File: src/rtl/pwrg_pkg.sv
package pwrg_pkg;
  localparam logic [1:0] MODE_RUN  = 2'b01;
  localparam logic [1:0] MODE_DEEP = 2'b10;
  localparam int unsigned BIT_TMR  = 2;
  localparam int unsigned BIT_SEQ  = 3;
  localparam int unsigned FIELD_W  = 4;

  typedef enum logic [1:0] {
    KS_LOCKED = 2'd0,
    KS_HALF   = 2'd1,
    KS_OPEN   = 2'd2
  } key_state_e;

  typedef struct packed {
    logic       seq_en;
    logic       tmr_en;
    logic [1:0] mode;
  } mode_fields_t;

  function automatic logic mode_is_legal(input logic [1:0] code);
    return (code == MODE_RUN) || (code == MODE_DEEP);
  endfunction
endpackage

File: src/rtl/pwrg_key_seq.sv
module pwrg_key_seq
  import pwrg_pkg::*;
#(
  parameter int unsigned DATA_W = 16,
  parameter logic [DATA_W-1:0] KEY_A = 16'h4859,
  parameter logic [DATA_W-1:0] KEY_B = 16'hF27B
) (
  input  logic              clk,
  input  logic              rst_n,
  input  logic              key_wr,
  input  logic              mode_wr,
  input  logic              other_wr,
  input  logic [DATA_W-1:0] wdata,
  output logic              unlocked
);
  key_state_e state_q, state_d;
  logic       state_en;

  assign state_en = key_wr | mode_wr | other_wr;

  always_comb begin
    state_d = state_q;
    if (mode_wr || other_wr) begin
      state_d = KS_LOCKED;
    end else if (key_wr) begin
      case (state_q)
        KS_LOCKED: state_d = (wdata == KEY_A) ? KS_HALF : KS_LOCKED;
        KS_HALF:   state_d = (wdata == KEY_B) ? KS_OPEN : KS_LOCKED;
        default:   state_d = KS_LOCKED;
      endcase
    end
  end

  always_ff @(posedge clk or negedge rst_n) begin
    if (!rst_n) begin
      state_q <= KS_LOCKED;
    end else if (state_en) begin
      state_q <= state_d;
    end
  end

  assign unlocked = (state_q == KS_OPEN);

  // the guard only opens right after the second key word
  assert_open_after_key_b_R2: assert property (@(posedge clk) disable iff (!rst_n)
    $rose(unlocked) |-> $past(key_wr && (wdata == KEY_B)));

  // a mode write always leaves the guard closed
  assert_single_use_R6: assert property (@(posedge clk) disable iff (!rst_n)
    mode_wr |=> !unlocked);

  // a foreign write always leaves the guard closed
  assert_foreign_relock_R5: assert property (@(posedge clk) disable iff (!rst_n)
    other_wr |=> (state_q == KS_LOCKED));
endmodule

File: src/rtl/pwrg_mode_reg.sv
module pwrg_mode_reg
  import pwrg_pkg::*;
(
  input  logic               clk,
  input  logic               rst_n,
  input  logic               mode_wr,
  input  logic               unlocked,
  input  logic [FIELD_W-1:0] wbits,
  output mode_fields_t       fields,
  output logic               commit
);
  mode_fields_t fields_q, fields_d;
  logic         accept;
  logic         code_ok;
  logic         commit_d, commit_q;

  assign accept  = mode_wr & unlocked;
  assign code_ok = mode_is_legal(wbits[1:0]);

  always_comb begin
    fields_d        = fields_q;
    fields_d.seq_en = wbits[BIT_SEQ];
    fields_d.tmr_en = wbits[BIT_TMR];
    if (code_ok) begin
      fields_d.mode = wbits[1:0];
    end
    commit_d = accept && code_ok && (wbits[1:0] != fields_q.mode);
  end

  always_ff @(posedge clk or negedge rst_n) begin
    if (!rst_n) begin
      fields_q <= '{seq_en: 1'b0, tmr_en: 1'b0, mode: MODE_RUN};
    end else if (accept) begin
      fields_q <= fields_d;
    end
  end

  always_ff @(posedge clk or negedge rst_n) begin
    if (!rst_n) begin
      commit_q <= 1'b0;
    end else begin
      commit_q <= commit_d;
    end
  end

  assign fields = fields_q;
  assign commit = commit_q;

  // a write that is not accepted leaves every field untouched
  assert_locked_hold_R3: assert property (@(posedge clk) disable iff (!rst_n)
    !(mode_wr && unlocked) |=> $stable(fields_q));

  // a reserved code never reaches the mode output
  assert_mode_legal_R7: assert property (@(posedge clk) disable iff (!rst_n)
    mode_is_legal(fields_q.mode));

  // the commit strobe marks a real change of the mode code
  assert_commit_change_R8: assert property (@(posedge clk) disable iff (!rst_n)
    commit_q |-> (fields_q.mode != $past(fields_q.mode)));
endmodule

File: src/rtl/pwrg_rd_port.sv
module pwrg_rd_port
  import pwrg_pkg::*;
#(
  parameter int unsigned ADDR_W   = 8,
  parameter int unsigned DATA_W   = 16,
  parameter int unsigned MODE_OFS = 0
) (
  input  logic              clk,
  input  logic              rst_n,
  input  logic              rd_en,
  input  logic [ADDR_W-1:0] addr,
  input  mode_fields_t      fields,
  output logic [DATA_W-1:0] rdata
);
  logic [DATA_W-1:0] rdata_q, rdata_d;

  always_comb begin
    rdata_d = '0;
    if (addr == ADDR_W'(MODE_OFS)) begin
      rdata_d[FIELD_W-1:0] = fields;
    end
  end

  always_ff @(posedge clk or negedge rst_n) begin
    if (!rst_n) begin
      rdata_q <= '0;
    end else if (rd_en) begin
      rdata_q <= rdata_d;
    end
  end

  assign rdata = rdata_q;

  // reserved upper bits always read as zero
  assert_reserved_zero_R9: assert property (@(posedge clk) disable iff (!rst_n)
    rdata_q[DATA_W-1:FIELD_W] == '0);
endmodule

File: src/rtl/pwrg_top.sv
module pwrg_top
  import pwrg_pkg::*;
#(
  parameter int unsigned ADDR_W   = 8,
  parameter int unsigned DATA_W   = 16,
  parameter int unsigned MODE_OFS = 0,
  parameter int unsigned KEY_OFS  = 4,
  parameter logic [DATA_W-1:0] KEY_A = 16'h4859,
  parameter logic [DATA_W-1:0] KEY_B = 16'hF27B
) (
  input  logic              clk,
  input  logic              rst_n,
  input  logic              wr_en,
  input  logic              rd_en,
  input  logic [ADDR_W-1:0] addr,
  input  logic [DATA_W-1:0] wdata,
  output logic [DATA_W-1:0] rdata,
  output logic [1:0]        mode_code,
  output logic              seq_sleep_en,
  output logic              tmr_sleep_en,
  output logic              mode_commit
);
  logic         hit_mode, hit_key;
  logic         mode_wr, key_wr, other_wr;
  logic         unlocked;
  mode_fields_t fields;

  assign hit_mode = (addr == ADDR_W'(MODE_OFS));
  assign hit_key  = (addr == ADDR_W'(KEY_OFS));
  assign mode_wr  = wr_en & hit_mode;
  assign key_wr   = wr_en & hit_key;
  assign other_wr = wr_en & ~hit_mode & ~hit_key;

  pwrg_key_seq #(
    .DATA_W (DATA_W),
    .KEY_A  (KEY_A),
    .KEY_B  (KEY_B)
  ) u_key (
    .clk      (clk),
    .rst_n    (rst_n),
    .key_wr   (key_wr),
    .mode_wr  (mode_wr),
    .other_wr (other_wr),
    .wdata    (wdata),
    .unlocked (unlocked)
  );

  pwrg_mode_reg u_mode (
    .clk      (clk),
    .rst_n    (rst_n),
    .mode_wr  (mode_wr),
    .unlocked (unlocked),
    .wbits    (wdata[FIELD_W-1:0]),
    .fields   (fields),
    .commit   (mode_commit)
  );

  pwrg_rd_port #(
    .ADDR_W   (ADDR_W),
    .DATA_W   (DATA_W),
    .MODE_OFS (MODE_OFS)
  ) u_rd (
    .clk    (clk),
    .rst_n  (rst_n),
    .rd_en  (rd_en),
    .addr   (addr),
    .fields (fields),
    .rdata  (rdata)
  );

  assign mode_code    = fields.mode;
  assign seq_sleep_en = fields.seq_en;
  assign tmr_sleep_en = fields.tmr_en;

  // a read alone never opens the guard
  assert_read_no_open_R10: assert property (@(posedge clk) disable iff (!rst_n)
    (rd_en && !wr_en && !unlocked) |=> !unlocked);
endmodule

File: config.mk
export PLATFORM = sky130hd
export DESIGN_NAME = pwrg_top
export DESIGN_NICKNAME = d
export VERILOG_FILES = /design/src/rtl/pwrg_pkg.sv /design/src/rtl/pwrg_key_seq.sv /design/src/rtl/pwrg_mode_reg.sv /design/src/rtl/pwrg_rd_port.sv /design/src/rtl/pwrg_top.sv
export SDC_FILE = /design/constraint.sdc
export NUM_CORES = 1
export LEC_CHECK = 0
export BUFFER_PORTS_ARGS = -buffer_cell sky130_fd_sc_hd__buf_2
export CORE_MARGIN = 5
export CORE_UTILIZATION = 39
export DETAILED_ROUTE_END_ITERATION = 6
export PLACE_DENSITY = 0.77
export SYNTH_ARGS = -nofsm -noshare
export SYNTH_HDL_FRONTEND = slang
export SYNTH_SLANG_ARGS = --single-unit
export TNS_END_PERCENT = 1
File: constraint.sdc
create_clock -name clk -period 1.53 [get_ports clk]
set_input_delay 0.153 -clock clk [delete_from_list [all_inputs] [get_ports clk]]
set_output_delay 0.153 -clock clk [all_outputs]
set_load 0.03 [all_outputs]
==> qor.yml, run 1 <==
postRouteAntennaNets: 0
ys_ff_latch: 11
syn-cell-area_sq_um: 688.2
root_buffer: "clkbuf_4"
wl_mm: 1.725
clkSinkCount: 11
cts_max_level: 1
portBuffers: 36
dp_hpwl_mm: 1.422
crit_required_ns: 1.69
cts_buffer_depth: 2
setup_viol: 0
antenna_found_initial: 0
rsz0062_at_grt: "no"
initial_utilization: 0.4029
grt_max_degree: 12
grt_pass1_wl_mm: 2.635
die-area_sq_mm: 0.002705
ys_warn_count: 0
drtIter0Drc: 3
drc: 0
path_max_fanout: 3
drt-wirelength-per-cell_microns: 12.59
tritoncts: "yes"
outcome: "finished, final reports clean"
core_sq_mm: 0.001708
hold_viol: 0
fin_crit_sh: 0.9374
drtPass1Iterations: 3
die_x_microns: 52.01
power_density_mw_per_mm2: 653.3
num-nets-final: 143
crit_slowest_cell: "dfrtp_1"
io_pins: 49
holdCritPathClass: "input port to flop"
place_ws_ns: -0.003399
fin_crit_ns: 1.434
rows: 15
yosysTopAreaCell: "dfrtp_1"
synth_cell_type_count: 24
grt_pass1_vias: 616
gp_congestion: 0.7696
mostFrequentLayoutCells: "36 x buf_2, 12 x conb_1, 10 x dfrtp_1, 7 x nand2_1, 6 x inv_1"
cpPeakStageDelay_ns: 0.40
crit_path_start_kind: "flop"
vias_per_cell: 4.511
max_cap_viol_count: 0
timing.fmax_ghz: 0.6972
ir_worst_vdd_mv: 0.3868
setup_ws_ns: 0.09579
path_class: "flop to flop"
ys_top_cells_by_area: "dfrtp_1 36%, buf_4 13%, mux2_2 6.5%, dfstp_2 3.8%, nand2_1 3.8%"
synth-seq-area-share: 0.4018
globalRouteOverflowTotal: 0
vias: 618
fill_cells: 164
syn_inst: 70
drive_above_1_share: 0.4464
die_h_microns: 52.01
avgSynthCellArea_sq_um: 9.831
cts_buffers: 3
clkLatencyLatePin_ns: 0.27
leakage_uw: 0.0004875
synth_top_area_share: 0.3636
critical_path.cell_chain: "and3b_1 -> nand3_1 -> nor2_1 -> mux2_2"
cp.arrival_ns: 1.59
slew_viol_final: 0
cts.clk_slew.worst_paths_ns: 0.07
final_common_cell: "buf_2"
fin_total_pwr_uw: 601.6
endpoint_kind: "flop"
n_antenna_cell: 0
clock_skew_ns: 0.005495
grtUsageTotal: 0.1327
area_growth_pct: 33.82
[critical path, delay by kind of cell (launching register included)]
kind	cells	cell delay, ns
flip-flops	1	0.40
multiplexers	1	0.35
AND/OR/NAND/NOR	3	0.57
[registers in the layout (all words and copies together) (netlist names)]
| signal | flops |
|---|---|
| u_key.state_q | 2 |
| u_mode.commit | 1 |
| u_mode.fields | 4 |
| u_rd.rdata | 4 |
[metal layers]
metal	global-route usage	up-vias	wire, microns
li1	-	305	-
met1	0.1602	267	714
met2	0.2050	40	738
met3	0.04011	6	229
met4	0.07860	0	42
met5	0	-	0
[power by group]
part           switching, uW  leakage (uW)  total, uW  internal (uW)
Sequential          0.000356      0.000150        291            291
Clock                   95.9     0.0000150        197            101
Combinational           77.3      0.000322        114           36.8
[cells in the mapped netlist (all sizes together)]
cell and number:
nand3 3, nor3 3, dfstp 1, nand2 7
xnor2 2, a211oi 1, dfrtp 10, and3 1
o21ai 4, a2111oi 1, conb 1, mux2 4
a41o 2, buf 12, inv 6, nand3b 1
nor4b 2, nor2b 1, and3b 1, nor2 2
nand4 1, nor4 2, ha 2
[kinds of logic (layout without fill, tap and decap cells)]
logic type / after synthesis / count (layout) / share of synthesized area
AOI/OAI and AO/OA: 8 / 8 / 0.09091
other: 1 / 12 / 0.005449
muxes: 4 / 4 / 0.06545
buffers and inverters: 18 / 49 / 0.1636
DFF: 11 / 11 / 0.4018
xor gates and xnor gates: 2 / 2 / 0.02546
adders and majority gates: 2 / 2 / 0.03636
and+or+nand+nor: 24 / 24 / 0.2109
[path summary, 6_finish.rpt]
check | slack (ns) | from | endpoint | cells past startpoint
hold reg to reg | 0.51 | u_mode.fields[2] | u_rd.rdata[2] | 2
setup / recovery | 0.1 | u_key.state_q[0] | u_mode.fields[1] | 4
min in group asynchronous | 0.28 | rst_n | u_mode.fields[1] | 2
hold / removal | 0.12 | rd_en | u_rd.rdata[3] | 2
max in group asynchronous | 0.99 | rst_n | u_mode.fields[0] | 2
setup reg to reg | 0.1 | u_key.state_q[0] | u_mode.fields[1] | 4
[stage by stage]
stage	cell area, sq um	hold WS, ns	util	setup TNS [ns]	std cells
global placement	865.8	0.03241	0.5070	0	132
CTS	902.1	0.1126	0.5282	0	137
detailed placement	865.8	0.03735	0.5070	-0.003399	132
finish	920.9	0.1200	0.5392	0	137
global route	920.9	0.1260	0.5392	0	137
floorplan	729.5	-0.1426	-	0	81
[final cells by class]
class | instances | area, sq um | share of cell area
clock buffer | 4 | 26.28 | 0.02853
sequential | 11 | 276.5 | 0.3003
tap | 25 | 31.28 | 0.03397
timing repair buffer | 39 | 205.2 | 0.2228
multi-input combinational | 52 | 359.1 | 0.3899
inverter | 6 | 22.52 | 0.02446
[repair_timing]
item | 4_1_cts | 5_1_grt
setup endpoints to repair | 0 | 2
resized for setup | 0 | 2
hold endpoints to repair | 11 | 0
setup buffers | 0 | 0
hold buffers | 1 | 0
No activity file was read; power rests on OpenSTA's default activity.
==> run 2: changes to the inputs <==
Settings changed: SETUP_SLACK_MARGIN from default to 0.15.
==> qor.yml, run 2 (synthesis gave the netlist of run 1 again) <==
cts_buffer_depth: 2  # unchanged
vias: 628  # +1.6%
leakage_uw: 0.0005030  # +3.2%
seqPwrFrac: 0.479  # -0.004
die_h_microns: 52.01  # unchanged
power_switching_uw: 176.7  # +2.1%
path_class: "flop to flop"
max_cap_viol_count: 0  # unchanged
grt_max_degree: 12  # unchanged
reg2reg_slack_ns: 0.20  # +0.10 ns
drtIter0Drc: 3  # unchanged
drc: 0  # unchanged
final_common_cell: "buf_2"
crit_required_ns: 1.69  # about the same
cts_buffers: 3  # unchanged
root_buffer: "clkbuf_4"
mostFrequentLayoutCells: "36 x buf_2, 12 x conb_1, 10 x dfrtp_1, 7 x nand2_1, 6 x inv_1"
grt_pass1_wl_mm: 2.718  # +3.1%
slew_viol_final: 0  # unchanged
path_max_fanout: 2  # -1
fin_total_pwr_uw: 607.2  # +0.93%
setup_viol: 0  # unchanged
gp_congestion: 0.7696  # unchanged
drive_above_1_share: 0.4957  # +0.04922
die-area_sq_mm: 0.002705  # unchanged
portBuffers: 36  # unchanged
vias_per_cell: 4.486  # -0.56%
clkSinkCount: 11  # unchanged
postRouteAntennaNets: 0  # unchanged
holdCritPathClass: "input port to flop"
grtUsageTotal: 0.1375  # +0.004802
rows: 15  # unchanged
core_sq_mm: 0.001708  # unchanged
place_area_sq_um: 865.8  # unchanged
cts_max_level: 1  # unchanged
fin_crit_sh: 0.8719  # -0.06552
die_x_microns: 52.01  # unchanged
drtPass1Iterations: 3  # unchanged
wl_mm: 1.757  # +1.9%
hold_viol: 0  # unchanged
globalRouteOverflowTotal: 0  # unchanged
timing.fmax_ghz: 0.7496  # +7.5%
rsz0062_at_grt: "yes"
n_antenna_cell: 0  # unchanged
drt-wirelength-per-cell_microns: 12.55  # -0.33%
dp_hpwl_mm: 1.422  # unchanged
clock_skew_ns: 0.005338  # -0.0001571 ns
cp.arrival_ns: 1.49  # -0.10 ns
area_growth_pct: 41.09
cts.clk_slew.worst_paths_ns: 0.07  # about the same
finalInstanceArea_sq_um: 970.9  # +5.4%
power_density_mw_per_mm2: 625.4  # -4.3%
clkLatencyLatePin_ns: 0.27  # about the same
grt_pass1_vias: 632  # +2.6%
ir_worst_vdd_mv: 0.3807  # -1.6%
num-nets-final: 146  # +2.1%
pwr-share-comb: 0.197  # +0.007
fin_crit_ns: 1.334  # -0.1002 ns
outcome: "finished, final reports clean"
endpoint_kind: "flop"
whs_ns: 0.1181  # -0.001854 ns
finish.utilization: 0.5685  # +0.02930
antenna_found_initial: 0  # unchanged
p_int_uw: 430.4  # +0.47%
crit_path_start_kind: "flop"
clockPowerShare: 0.324  # -0.003
sw_frac_of_total: 0.2911  # +0.003268
io_pins: 49  # unchanged
tritoncts: "yes"
initial_utilization: 0.4029  # unchanged
-- run 2: layout make-up --
type	count	area, sq um
Multi-Input combinational cell	52	386.6
Sequential cell	11	276.5
Tap cell	25	31.28
Inverter	6	22.52
Clock buffer	4	26.28
Fill cell	160	737.0
Timing Repair Buffer	42	227.7
-- run 2: stage by stage --
step	setup TNS [ns]	setup WS (ns)	std cells
floorplan	0	0.2037	81
global placement	0	0.06004	132
detailed placement	-0.003399	-0.003399	132
CTS	0	0.1302	137
global route	0	0.1415	140
finish	0	0.1960	140
-- run 2: critical path, stage by stage, from the launching register on --
cell,delay [ns]
dfrtp_1,0.38
and3b_2,0.28
nand3_4,0.09
nor2_4,0.14
mux2_2,0.33
-- run 2: timing repair --
action / CTS / global route
pin swaps: 3 / 3
endpoints found under the setup margin: 4 / 5
buffers inserted: 0 / 3
hold endpoints to repair: 11 / 0
resized for setup: 3 / 5
hold buffers: 1 / 0
-- run 2: power by group through the flow --
| stage | clock, uW | combinational, uW | sequential, uW |
|---|---|---|---|
| 6_report | 197 | 120 | 291 |
| 5_1_grt | 216 | 130 | 291 |
| 4_1_cts | 204 | 114 | 291 |
| 3_5_place_dp | 0 | 109 | 296 |
| 3_3_place_gp | 0 | 107 | 296 |
| 2_1_floorplan | 0 | 76.3 | 296 |
-- run 2: path summary, 6_finish.rpt --
| path | startpoint | to | cells after the start |
|---|---|---|---|
| setup / recovery | u_key.state_q[0] | u_mode.fields[1] | 4 |
| hold / removal | rd_en | u_rd.rdata[3] | 2 |
| setup reg to reg | u_key.state_q[0] | u_mode.fields[1] | 4 |
| hold reg to reg | u_mode.fields[2] | u_rd.rdata[2] | 2 |
| max in group asynchronous | rst_n | u_mode.fields[0] | 2 |
| min in group asynchronous | rst_n | u_mode.fields[1] | 2 |
-- run 2: layer usage --
metal / vias to the layer above / share of wire / GRT usage
met5: - / 0 / 0
met3: 6 / 0.13 / 0.04871
met2: 40 / 0.44 / 0.2113
li1: 311 / - / -
met4: 0 / 0.024 / 0.08734
met1: 271 / 0.41 / 0.1602
==> run 3: changes to the inputs <==
Settings changed: BUFFER_PORTS_ARGS -buffer_cell sky130_fd_sc_hd__buf_2 to default, CORE_MARGIN 5 to 2, CORE_UTILIZATION 39 to 53, DONT_BUFFER_PORTS from default to 1, PLACE_DENSITY 0.77 to 0.68.
==> qor.yml, run 3 (synthesis gave the netlist of run 1 again) <==
grt_max_degree: 12  # unchanged
holdCritPathClass: "input port to flop"
drt-wirelength-per-cell_microns: 15.18  # +21%
portBuffers: 0  # -100%
pwr-share-comb: 0.128  # -0.069
cts.clk_slew.worst_paths_ns: 0.07  # about the same
outcome: "finished, final reports clean"
endpoint_kind: "flop"
cts_buffer_depth: 2  # unchanged
antenna_found_initial: 0  # unchanged
crit_required_ns: 1.68  # about the same
tritoncts: "yes"
n_antenna_cell: 0  # unchanged
path_max_fanout: 3  # +1
postRouteAntennaNets: 0  # unchanged
die_h_microns: 40.04  # -23%
num-nets-final: 109  # -25%
wl_mm: 1.397  # -20%
root_buffer: "clkbuf_4"
path_class: "flop to flop"
hold_path_end: "u_mode.fields[1]"
cts_max_level: 1  # unchanged
power_density_mw_per_mm2: 722.8  # +16%
mostFrequentLayoutCells: "12 x conb_1, 10 x dfrtp_1, 7 x nand2_1, 6 x inv_1, 4 x o21ai_0"
drtPass1Iterations: 2  # -1
cts_buffers: 3  # unchanged
clkLatencyLatePin_ns: 0.26  # about the same
timing.fmax_ghz: 0.7514  # +0.23%
fin_crit_sh: 0.8699  # -0.001988
setup_viol: 0  # unchanged
die-area_sq_mm: 0.001603  # -41%
clkSinkCount: 11  # unchanged
sw_frac_of_total: 0.2680  # -0.02314
timing.rr.start: "u_key.state_q[0]"
fin_crit_ns: 1.331  # -0.003042 ns
whs_ns: 0.03297  # -0.08514 ns
clock_skew_ns: 0.005578  # +0.0002400 ns
grt_pass1_wl_mm: 1.876  # -31%
hold_viol: 0  # unchanged
drc: 0  # unchanged
io_pins: 49  # unchanged
gp_congestion: 0.6878  # -11%
worstReg2RegEnd: "u_mode.fields[1]"
vias_per_cell: 5.467  # +22%
ir_worst_vdd_mv: 0.5065  # +33%
p_int_uw: 407.2  # -5.4%
reg2reg_depth: 4  # unchanged
core_sq_mm: 0.001156  # -32%
rsz0062_at_grt: "yes"
fin_tns_setup_ns: 0  # unchanged
rows: 12  # -3
reg2reg_slack_ns: 0.20  # about the same
grtUsageTotal: 0.1854  # +0.04799
initial_utilization: 0.5952  # +0.1923
globalRouteOverflowTotal: 0  # unchanged
leakage_uw: 0.0003402  # -32%
drtIter0Drc: 3  # unchanged
cp.arrival_ns: 1.48  # about the same
die_x_microns: 40.04  # -23%
area_growth_pct: 11.82
slew_viol_final: 0  # unchanged
drive_above_1_share: 0.2308  # -0.2649
clockPowerShare: 0.350  # +0.026
crit_path_start_kind: "flop"
dp_hpwl_mm: 1.047  # -26%
grt_pass1_vias: 485  # -23%
max_cap_viol_count: 0  # unchanged
vias: 503  # -20%
hold_depth: 1  # -1
final_common_cell: "conb_1"
seqPwrFrac: 0.523  # +0.044
power_switching_uw: 149.0  # -16%
hp-start: "wdata[1]"
==> run 3: metrics by stage <==
stage	utilization	total power [uW]	cells	instance area, sq um	setup WS, ns
after floorplan	-	372.7	81	729.5	0.2037
after detailed placement	0.5812	352.4	85	671.9	0.08785
after CTS	0.6374	556.6	91	737.0	0.1434
final	0.6656	556.2	92	769.5	0.1991
after global placement	0.5812	351.9	85	671.9	0.1526
after global routing	0.6656	581.3	92	769.5	0.1097
==> run 3: worst max path at each step <==
stage / end / slack, ns / cells past startpoint / startpoint
CTS: u_mode.fields[1] / 0.14 / 4 / u_key.state_q[0]
global route: u_key.state_q[1] / 0.11 / 4 / u_key.state_q[1]
detailed placement: u_key.state_q[0] / 0.09 / 4 / u_key.state_q[1]
global placement: u_key.state_q[1] / 0.15 / 4 / u_key.state_q[1]
floorplan: u_key.state_q[0] / 0.20 / 4 / u_key.state_q[1]
finish: u_mode.fields[1] / 0.20 / 4 / u_key.state_q[0]
==> run 3: power groups by stage <==
stage / logic [uW] / clock network, uW / registers [uW]
6_report: 71.0 / 194 / 291
5_1_grt: 78.1 / 213 / 291
4_1_cts: 68.2 / 198 / 291
3_5_place_dp: 56.1 / 0 / 296
3_3_place_gp: 55.5 / 0 / 296
2_1_floorplan: 76.3 / 0 / 296
==> run 3: what timing repair did <==
item                                   in CTS  in global routing
pin swaps                                   3                  1
hold buffers                                2                  0
setup endpoints to repair                   3                  3
setup buffers                               0                  1
cloned                                      0                  0
resized for setup                           2                  6
endpoints found under the hold margin      15                  0
==> run 3: final cells by class <==
class | instances | area (sq um)
fill | 108 | 386.6
clock buffer | 4 | 26.28
timing repair buffer | 5 | 42.54
multi-input combinational | 52 | 384.1
tap | 14 | 17.52
sequential | 11 | 276.5
inverter | 6 | 22.52
==> run 3: critical path, stage by stage, from the launching register on <==
cell and delay [ns]:
dfrtp_1 0.39, and3b_2 0.28, nand3_4 0.09, nor2_4 0.16
mux2_4 0.30
==> run 3: routing by layer <==
layer  global-route usage  part of all wire  wire length [microns]  vias up
li1                     -                 -                      -      237
met2               0.3145              0.53                    737       36
met1               0.2113              0.35                    489      228
met4               0.1293            0.0079                     11        0
met5                    0                 0                      0        -
met3              0.02778              0.11                    159        2
